==> src/rtl/chain_dma_pkg.sv <==
`timescale 1ns/1ps
package chain_dma_pkg;
  // status bit positions (read of index 0)
  localparam int ST_EN   = 0;
  localparam int ST_UPD  = 1;
  localparam int ST_CMPL = 2;
  localparam int ST_BERR = 3;
  localparam int ST_RD   = 4;
  localparam int ST_W    = 5;
  // command bit positions (write of index 0)
  localparam int CM_SET_EN   = 0;
  localparam int CM_SET_UPD  = 1;
  localparam int CM_CLR_CMPL = 2;
  localparam int CM_RST      = 3;
  localparam int CM_INIT     = 4;
  localparam int CM_SET_RD   = 5;
  localparam int CM_SET_WR   = 6;
  localparam int CM_W        = 7;
  // register file layout
  localparam int NWIN = 8;
  localparam logic [3:0] RI_CSR = 4'd0;
  // window slots (register index minus one)
  localparam int W_NEXT   = 0;
  localparam int W_LIMIT  = 1;
  localparam int W_START  = 2;
  localparam int W_STOP   = 3;
  localparam int W_SLIMIT = 5;
endpackage

==> src/rtl/chain_dma_regs.sv <==
`timescale 1ns/1ps
module chain_dma_regs
  import chain_dma_pkg::*;
#(
  parameter int AW = 32,
  parameter int DW = 32
) (
  input  logic            clk,
  input  logic            rst_n,
  input  logic            wr_en,
  input  logic [3:0]      wr_idx,
  input  logic [DW-1:0]   wdata,
  input  logic            engine_on,
  input  logic            adv,
  input  logic            term,
  input  logic            chain,
  input  logic [ST_W-1:0] status,
  input  logic [3:0]      rd_idx,
  output logic [DW-1:0]   rdata,
  output logic [AW-1:0]   next_addr,
  output logic [AW-1:0]   limit_addr
);
  localparam logic [AW-1:0] STEP = AW'(DW / 8);

  logic [AW-1:0]   win_q [NWIN];
  logic [AW-1:0]   win_d [NWIN];
  logic [NWIN-1:0] sw_we;

  // software write enables; current-window slots locked while running
  generate
    for (genvar g = 0; g < NWIN; g++) begin : g_we
      localparam bit LOCKABLE = (g == W_NEXT) || (g == W_LIMIT);
      assign sw_we[g] = wr_en && (wr_idx == 4'(g + 1)) && !(LOCKABLE && engine_on);
    end
  endgenerate

  always_comb begin
    for (int i = 0; i < NWIN; i++) begin
      win_d[i] = sw_we[i] ? wdata[AW-1:0] : win_q[i];
    end
    if (adv) begin
      win_d[W_NEXT] = win_q[W_NEXT] + STEP;
    end
    if (term) begin
      win_d[W_SLIMIT] = win_q[W_NEXT];
      if (chain) begin
        win_d[W_NEXT]  = win_q[W_START];
        win_d[W_LIMIT] = win_q[W_STOP];
      end
    end
  end

  always_ff @(posedge clk or negedge rst_n) begin
    if (!rst_n) begin
      for (int i = 0; i < NWIN; i++) win_q[i] <= '0;
    end else begin
      for (int i = 0; i < NWIN; i++) win_q[i] <= win_d[i];
    end
  end

  always_comb begin
    rdata = '0;
    if (rd_idx == RI_CSR) begin
      rdata[ST_W-1:0] = status;
    end
    for (int i = 0; i < NWIN; i++) begin
      if (rd_idx == 4'(i + 1)) rdata[AW-1:0] = win_q[i];
    end
  end

  assign next_addr  = win_q[W_NEXT];
  assign limit_addr = win_q[W_LIMIT];
endmodule

==> src/rtl/chain_dma_seq.sv <==
`timescale 1ns/1ps
module chain_dma_seq
  import chain_dma_pkg::*;
#(
  parameter int AW = 32
) (
  input  logic            clk,
  input  logic            rst_n,
  input  logic            csr_wr,
  input  logic [CM_W-1:0] cmd,
  input  logic [AW-1:0]   next_addr,
  input  logic [AW-1:0]   limit_addr,
  input  logic            mem_ack,
  input  logic            mem_err,
  input  logic            per_end,
  output logic [ST_W-1:0] status,
  output logic            mem_req,
  output logic            adv,
  output logic            term,
  output logic            chain
);
  logic en_q, en_d, upd_q, upd_d, cmpl_q, cmpl_d;
  logic berr_q, berr_d, rd_q, rd_d, req_q, req_d, end_q, end_d;
  logic issue;

  assign term  = en_q && !req_q && ((next_addr == limit_addr) || end_q);
  assign chain = term && upd_q;
  assign issue = en_q && !req_q && !term;
  assign adv   = req_q && mem_ack;

  always_comb begin
    en_d   = en_q;
    upd_d  = upd_q;
    cmpl_d = cmpl_q;
    berr_d = berr_q;
    rd_d   = rd_q;
    req_d  = req_q;
    end_d  = end_q;
    // software clear first so a coincident window end keeps complete
    if (csr_wr && cmd[CM_CLR_CMPL]) cmpl_d = 1'b0;
    if (en_q && per_end) end_d = 1'b1;
    if (adv) begin
      req_d = 1'b0;
      if (mem_err) berr_d = 1'b1;
    end
    if (issue) req_d = 1'b1;
    if (term) begin
      cmpl_d = 1'b1;
      end_d  = 1'b0;
      if (upd_q) upd_d = 1'b0;
      else       en_d  = 1'b0;
    end
    if (csr_wr) begin
      if (cmd[CM_RST]) begin
        en_d   = 1'b0;
        upd_d  = 1'b0;
        cmpl_d = 1'b0;
        berr_d = 1'b0;
        req_d  = 1'b0;
        end_d  = 1'b0;
      end
      if (cmd[CM_INIT]) begin
        req_d = 1'b0;
        end_d = 1'b0;
      end
      if (cmd[CM_SET_UPD]) upd_d = 1'b1;
      if (cmd[CM_SET_EN])  en_d  = 1'b1;
      if (cmd[CM_SET_RD])      rd_d = 1'b1;
      else if (cmd[CM_SET_WR]) rd_d = 1'b0;
    end
  end

  always_ff @(posedge clk or negedge rst_n) begin
    if (!rst_n) begin
      en_q   <= 1'b0;
      upd_q  <= 1'b0;
      cmpl_q <= 1'b0;
      berr_q <= 1'b0;
      rd_q   <= 1'b0;
      req_q  <= 1'b0;
      end_q  <= 1'b0;
    end else begin
      en_q   <= en_d;
      upd_q  <= upd_d;
      cmpl_q <= cmpl_d;
      berr_q <= berr_d;
      rd_q   <= rd_d;
      req_q  <= req_d;
      end_q  <= end_d;
    end
  end

  always_comb begin
    status          = '0;
    status[ST_EN]   = en_q;
    status[ST_UPD]  = upd_q;
    status[ST_CMPL] = cmpl_q;
    status[ST_BERR] = berr_q;
    status[ST_RD]   = rd_q;
  end

  assign mem_req = req_q;
endmodule

==> src/rtl/chain_dma_chan.sv <==
`timescale 1ns/1ps
module chain_dma_chan
  import chain_dma_pkg::*;
#(
  parameter int AW = 32,
  parameter int DW = 32
) (
  input  logic          clk,
  input  logic          rst_n,
  input  logic          reg_wr,
  input  logic [3:0]    reg_addr,
  input  logic [DW-1:0] reg_wdata,
  output logic [DW-1:0] reg_rdata,
  output logic          mem_req,
  output logic          mem_we,
  output logic [AW-1:0] mem_addr,
  output logic [DW-1:0] mem_wdata,
  input  logic [DW-1:0] mem_rdata,
  input  logic          mem_ack,
  input  logic          mem_err,
  input  logic [DW-1:0] per_rdata,
  output logic [DW-1:0] per_wdata,
  output logic          per_strobe,
  input  logic          per_end,
  output logic          irq
);
  logic            rst_meta_n, rst_sync_n;
  logic            csr_wr;
  logic [ST_W-1:0] status;
  logic [AW-1:0]   cur_next, cur_limit;
  logic            seq_adv, seq_term, seq_chain;

  // asynchronous assert, synchronous release
  always_ff @(posedge clk or negedge rst_n) begin
    if (!rst_n) begin
      rst_meta_n <= 1'b0;
      rst_sync_n <= 1'b0;
    end else begin
      rst_meta_n <= 1'b1;
      rst_sync_n <= rst_meta_n;
    end
  end

  assign csr_wr = reg_wr && (reg_addr == RI_CSR);

  chain_dma_regs #(.AW(AW), .DW(DW)) u_regs (
    .clk        (clk),
    .rst_n      (rst_sync_n),
    .wr_en      (reg_wr),
    .wr_idx     (reg_addr),
    .wdata      (reg_wdata),
    .engine_on  (status[ST_EN]),
    .adv        (seq_adv),
    .term       (seq_term),
    .chain      (seq_chain),
    .status     (status),
    .rd_idx     (reg_addr),
    .rdata      (reg_rdata),
    .next_addr  (cur_next),
    .limit_addr (cur_limit)
  );

  chain_dma_seq #(.AW(AW)) u_seq (
    .clk        (clk),
    .rst_n      (rst_sync_n),
    .csr_wr     (csr_wr),
    .cmd        (reg_wdata[CM_W-1:0]),
    .next_addr  (cur_next),
    .limit_addr (cur_limit),
    .mem_ack    (mem_ack),
    .mem_err    (mem_err),
    .per_end    (per_end),
    .status     (status),
    .mem_req    (mem_req),
    .adv        (seq_adv),
    .term       (seq_term),
    .chain      (seq_chain)
  );

  assign mem_addr   = cur_next;
  assign mem_we     = status[ST_RD];
  assign mem_wdata  = per_rdata;
  assign per_wdata  = mem_rdata;
  assign per_strobe = seq_adv;
  assign irq        = status[ST_CMPL];
endmodule

==> config.mk <==
export PLATFORM = sky130hd
export DESIGN_NAME = chain_dma_chan
export DESIGN_NICKNAME = d
export VERILOG_FILES = /design/src/rtl/chain_dma_pkg.sv /design/src/rtl/chain_dma_regs.sv /design/src/rtl/chain_dma_seq.sv /design/src/rtl/chain_dma_chan.sv
export SDC_FILE = /design/constraint.sdc
export NUM_CORES = 1
export LEC_CHECK = 0
export CAP_MARGIN = 5
export CELL_PAD_IN_SITES_DETAIL_PLACEMENT = 0
export CELL_PAD_IN_SITES_GLOBAL_PLACEMENT = 1
export CORE_UTILIZATION = 54
export CTS_CLUSTER_SIZE = 14
export DETAILED_ROUTE_END_ITERATION = 7
export DONT_BUFFER_PORTS = 1
export HOLD_SLACK_MARGIN = 0.15
export PLACE_DENSITY = 0.95
export RECOVER_POWER = 25
export SYNTH_ARGS = -nofsm -noshare
export SYNTH_HDL_FRONTEND = slang
export SYNTH_HIERARCHICAL = 1
export SYNTH_SLANG_ARGS = --single-unit
==> constraint.sdc <==
create_clock -name clk -period 18.17 [get_ports clk]
set_input_delay 1.817 -clock clk [delete_from_list [all_inputs] [get_ports clk]]
set_output_delay 1.817 -clock clk [all_outputs]
set_load 0.02 [all_outputs]
==> reports/results.ini, run 1 <==
[worst_setup_path]
cp-end-kind=async pin
required_ps=17880
critPathKind=flop to async pin
max_stage_delay_ps=2980
crit_chain=clkbuf_1
critPathSlowestCell=clkbuf_1
cp.arrival_ps=6030
crit_buf_inv=1
critPathMaxFanout=76
startpoint_type=flop
crit_family=buffers and inverters

[timing]
hold_violations=0
post-route-period-util_pct=34.7
maxSlewHeadroom_pct=-172
setup_ws_ps=11860
fmax_mhz=158
setup_violations=0
rsz0062_at_grt=no
worstMarginPinSlew_ps=4080
min_period_ps=6310
report.final.slew_viol_count=224
tns_ps=0
fin_skew_ps=13.9

[grt]
grt_pass1_vias=10500
grt_pass1_wl_um=61900
antenna_found_initial=0
grt_max_degree=77
grt_overflow_total=0
grt_use_total_pct=28.2

[clock_tree]
root_buffer=clkbuf_16
hold_buffers=0
cts_resized=0
postCtsSetupRepairBufs=0
cts_max_path_buffers=3
clock_latency_ps=560
cts_tree=built
clk_pin_slew_worst_paths_ps=60
numCtsBuffers=30
h-tree-depth=1
cts.sinks=265

[floorplanning]
dieHeight_um=168
die_w_um=168
initial_core_util_pct=55.3
die_area_sq_um=28400
placementRows=60
core_sq_um=27000
ios=238

[routing]
wl_per_cell_um=25.0
routed_via_density=6.59
drc_errors=0
vias=10600
drt_iter0_drc=1097
drt_wl_total_um=40100
antenna_left=0
drt_first_pass_iters=5

[flow_run]
cap_violations=3

[pwr]
vdd_drop_max_mv=0.0726
fin_total_pwr_mw=2.29
p_leak_nw=6.42
powerDensity_nw_per_um2=152

[placed_design]
place_congestion=0.868
place_ws_ps=12140
io_buffers=0
dp_hpwl_um=25400

[logic_synthesis]
ys.flop_type=dfrtp_1
yosys_warnings=6
synth-seq-cells=265
synth-edff-count=0
syn_area_sq_um=15000
yosys-top-cells-area=dfrtp_1 44%, mux2_2 13%, mux2i_1 6.9%, buf_4 6.8%, nand2_1 3.8%
ys_top_cells_by_count=265 x dfrtp_1, 170 x mux2_2, 152 x nand2_1, 136 x buf_4, 103 x mux2i_1
syn_avg_cell_area_sq_um=10.5
yosysMostFrequentCell=dfrtp_1
synth.yosys.seq_area_share_pct=44.4
yosys.area.top_type=dfrtp_1
synthDistinctLibCells=70
synthArstFlopShare_pct=100
syn_nets=1531
postSynthCellCount=1424
synth_top_area_share_pct=44.4

[outcome]
violations=max-capacitance violations, max-slew violations
status=finished with violations

[layout]
fillers=2310
area_growth_syn_to_layout_pct=1.05
drive_gt1_share_pct=20.3
final_util_pct=55.9
fin_nets=1354
n_antenna_cell=0

[worst_hold_path]
hold_path.class=flop to flop

[worst paths after layout]
| kind | start | endpoint | slack (ps) | cells after the start |
|---|---|---|---|---|
| max | rst_sync_n | u_regs/win_q[160] | 11860 | 1 |
| min | rst_meta_n | rst_sync_n | 350 | 0 |
| max reg2reg | rst_sync_n | u_regs/win_q[160] | 11860 | 1 |
| min reg2reg | rst_meta_n | rst_sync_n | 350 | 0 |
| max in group clk | reg_addr[3] | reg_rdata[31] | 12050 | 6 |
| min in group asynchronous | rst_n | rst_meta_n | 950 | 0 |
[registers in the layout (all words and copies together), names as in the netlist]
name / cells
u_regs/win_q: 192
u_regs/limit_addr: 32
u_regs/next_addr: 32
rst_meta_n: 1
rst_sync_n: 1
u_seq/berr_q: 1
u_seq/cmpl_q: 1
u_seq/en_q: 1
u_seq/end_q: 1
u_seq/mem_req: 1
u_seq/rd_q: 1
u_seq/upd_q: 1
[layout by cell type, fill, tap and decap left out, types with 4 or more instances in the layout]
cell       count
dfrtp_1      265
mux2_2       170
nand2_1      152
mux2i_1      103
o21ai_0       90
a21oi_1       59
o22ai_1       49
nor2_1        46
xnor2_1       34
clkbuf_16     31
nand4_1       24
nor3_1        21
buf_4         14
mux2_1        14
a211oi_1      13
xor2_1        13
nand2b_1      12
a221oi_1      11
nand3_1       11
clkbuf_8      10
a221o_1       10
and3_1         9
clkbuf_1       8
mux4_2         8
a31oi_1        6
clkinv_2       5
and2_1         5
inv_1          4
o31ai_1        4
a22o_1         4
[power by group]
| part | switching (mW) | internal (mW) |
|---|---|---|
| combinational | 0.331 | 0.294 |
| clock | 0.241 | 0.363 |
| sequential | 0.275 | 0.785 |
| total | 0.847 | 1.44 |
[kinds of logic (layout without fill, tap and decap cells)]
group / Yosys count / count (layout) / share of synthesized area (%)
flops: 265 / 265 / 44.4
other cells: 1 / 1 / 0.0251
mux: 295 / 295 / 22.0
simple gates: 316 / 316 / 10.4
xor+xnor: 47 / 47 / 2.75
fa+ha+maj: 1 / 1 / 0.0837
compound gates: 268 / 268 / 10.9
buf+inv: 231 / 75 / 9.56
[per-layer routing]
metal  share of wire [%]  vias up  GRT usage [%]  wire, um
li1                    -     4644              -         -
met1                  40     5330           36.6     16200
met2                  46      491           44.3     18500
met3                 9.2      144           7.03      3680
met4                 4.5        0           13.2      1790
met5                   0        -              0         0
[metrics by stage]
| stage | hold WS (ps) | cells | instance area [sq um] |
|---|---|---|---|
| 4_1_cts | 358 | 1609 | 15100 |
| 3_3_place_gp | 338 | 1556 | 14100 |
| 6_report | 352 | 1609 | 15100 |
| 3_5_place_dp | 338 | 1556 | 14100 |
| 2_1_floorplan | 331 | 1424 | 15000 |
| 5_1_grt | 367 | 1609 | 15100 |
[cell type report]
| class | instances | area, sq um | area share [%] |
|---|---|---|---|
| multi-input cells | 928 | 6930 | 45.8 |
| flip-flops and latches | 265 | 6630 | 43.9 |
| clock buffers | 47 | 936 | 6.19 |
| well taps | 341 | 427 | 2.82 |
| repair buffers | 16 | 113 | 0.745 |
| clock inverters | 6 | 55.1 | 0.364 |
| inverters | 6 | 22.5 | 0.149 |
Power figures use the tool's default switching activity.
==> run 2: changes to the inputs <==
--- a/config.mk
+++ b/config.mk
@@ -8,12 +8,12 @@
 export CAP_MARGIN = 5
 export CELL_PAD_IN_SITES_DETAIL_PLACEMENT = 0
 export CELL_PAD_IN_SITES_GLOBAL_PLACEMENT = 1
-export CORE_UTILIZATION = 54
+export CORE_UTILIZATION = 46
 export CTS_CLUSTER_SIZE = 14
 export DETAILED_ROUTE_END_ITERATION = 7
 export DONT_BUFFER_PORTS = 1
 export HOLD_SLACK_MARGIN = 0.15
-export PLACE_DENSITY = 0.95
+export PLACE_DENSITY = 0.88
 export RECOVER_POWER = 25
 export SYNTH_ARGS = -nofsm -noshare
 export SYNTH_HDL_FRONTEND = slang
==> constraint.sdc (replaced) <==
create_clock -name clk -period 5.06 [get_ports clk]
set_input_delay 0.506 -clock clk [delete_from_list [all_inputs] [get_ports clk]]
set_output_delay 0.506 -clock clk [all_outputs]
set_load 0.02 [all_outputs]
==> run 2 against run 1 <==
Against the previous run: the flow still finishes with violations (max-capacitance violations, max-slew violations); global-route usage shrank 2.7 points; largest cell class unchanged; setup slack lost 11000 ps; final cell count grew 8.2%; sequential power grew to 3.6 times the previous value; critical path type unchanged; maximum frequency grew 67%; count of clock-buffer cells in the layout shrank 5; cell area grew 3.1%; die area grew 17%; power grew to 3.6 times the previous value; via count grew 1.3%; non-clock buffer count grew 40.
==> reports/results.ini, run 2 (synthesis gave the netlist of run 1 again) <==
[layout]
most-common-layout-cells=265 x dfrtp_1, 170 x mux2_2, 152 x nand2_1
final_area_sq_um=15600
fin_nets=1393
drive_gt1_share_pct=19.9
largest_reg_flops=192
area_growth_syn_to_layout_pct=4.23
final_common_cell=dfrtp_1
top_register=u_regs/win_q

[worst_setup_path]
crit_family=buffers and inverters
required_ps=5220
crit_chain=clkbuf_4
crit_buf_inv=1
startpoint_type=flop
critPathMaxFanout=165
cp.arrival_ps=3940
cp-end-kind=async pin
critPathSlowestCell=clkbuf_4
max_stage_delay_ps=1780
critPathKind=flop to async pin

[clock_tree]
clock_latency_ps=540
cts_max_path_buffers=3
clk_pin_slew_worst_paths_ps=60
cts_resized=0
root_buffer=clkbuf_16
cts.sinks=265
cts_tree=built
numCtsBuffers=29
h-tree-depth=1

[routing]
drt_first_pass_iters=5
routed_via_density=6.18
drt_wl_total_um=42800
drt_iter0_drc=1168
drc_errors=0
vias=10800
antenna_left=0
wl_per_cell_um=24.6

[worst_hold_path]
hold_path.class=primary input to flop

[floorplanning]
initial_core_util_pct=47.0
die_w_um=182
core_sq_um=31800
die_area_sq_um=33200
ios=238
dieHeight_um=182
placementRows=65

[grt]
grt_max_degree=166
grt_pass1_wl_um=65300
grt_overflow_total=0
grt_use_total_pct=25.5
grt_pass1_vias=10800
antenna_found_initial=1

[outcome]
status=finished with violations
violations=max-capacitance violations, max-slew violations

[timing]
min_period_ps=3780
fmax_mhz=264
rsz0062_at_grt=no
maxSlewHeadroom_pct=-55.9
hold_violations=0
tns_ps=0
hold_ws_ps=166
report.final.slew_viol_count=189
worstMarginPinSlew_ps=2340
fin_skew_ps=17.0
setup_ws_ps=1280
setup_violations=0
post-route-period-util_pct=74.8

[placed_design]
post_dp_cell_area_sq_um=14300
io_buffers=0
dp_hpwl_um=26800
place_congestion=0.931
place_ws_ps=1620

[pwr]
fin_total_pwr_mw=8.26
p_leak_nw=6.58
powerDensity_nw_per_um2=530
vdd_drop_max_mv=0.279

[flow_run]
cap_violations=2

run 2: cell count changes in the layout (fill, tap and decap cells not counted):
| cell | previous run | this run |
|---|---|---|
| clkbuf_8 | 10 | 7 |
| and2_0 | 1 | 0 |
| bufinv_16 | 1 | 3 |
| dlygate4sd3_1 | 0 | 35 |
| and2_1 | 5 | 6 |
| nand3_1 | 11 | 12 |
| diode_2 | 0 | 1 |
| clkbuf_1 | 8 | 7 |
| nand3_2 | 3 | 2 |
| clkbuf_4 | 0 | 1 |
| clkbuf_16 | 31 | 29 |
| buf_4 | 14 | 19 |
run 2: what timing repair did:
action | 4_1_cts | 5_1_grt
endpoints found under the hold margin | 170 | 0
hold buffers | 35 | 0
buffers inserted | 0 | 0
run 2: worst paths after layout:
| kind | slack, ps | to | start | depth (start not counted) |
|---|---|---|---|---|
| setup / recovery | 1280 | u_regs/win_q[92] | rst_sync_n | 1 |
| hold / removal | 170 | u_regs/limit_addr[4] | reg_wdata[4] | 2 |
| setup reg to reg | 1280 | u_regs/win_q[92] | rst_sync_n | 1 |
| hold reg to reg | 350 | rst_sync_n | rst_meta_n | 0 |
| max in group clk | 1470 | u_regs/next_addr[30] | u_regs/next_addr[9] | 11 |
| min in group asynchronous | 180 | rst_sync_n | rst_n | 1 |
run 2: metal layers:
metal  vias up  part of all wire (%)  track usage, %
li1       4702                     -               -
met1      5411                    41            33.2
met2       536                    46            40.4
met3       102                   9.8            6.75
met4         0                   3.1            9.95
met5         -                     0               0
run 2: final cells by class:
type                       instances  area [sq um]
multi-input combinational        928          6920
clock buffer                      42           845
tap                              435           544
timing repair buffer              56           504
inverter                           6          22.5
clock inverter                     8           115
antenna                            1          2.50
sequential                       265          6630
fill                            2820         16200
run 2: where the power goes:
part | switching, mW | leakage (nW) | total, mW | internal, mW
clock network | 0.837 | 0.477 | 2.13 | 1.30
logic | 1.22 | 2.91 | 2.30 | 1.08
registers | 1.00 | 3.19 | 3.82 | 2.82
total | 3.06 | 6.58 | 8.26 | 5.20
run 2: through the flow:
stage                     utilization, %  std cells
after floorplan                        -       1424
after global placement              45.0       1655
after detailed placement            45.0       1655
after CTS                           49.1       1740
after global routing                49.0       1741
final                               49.0       1741
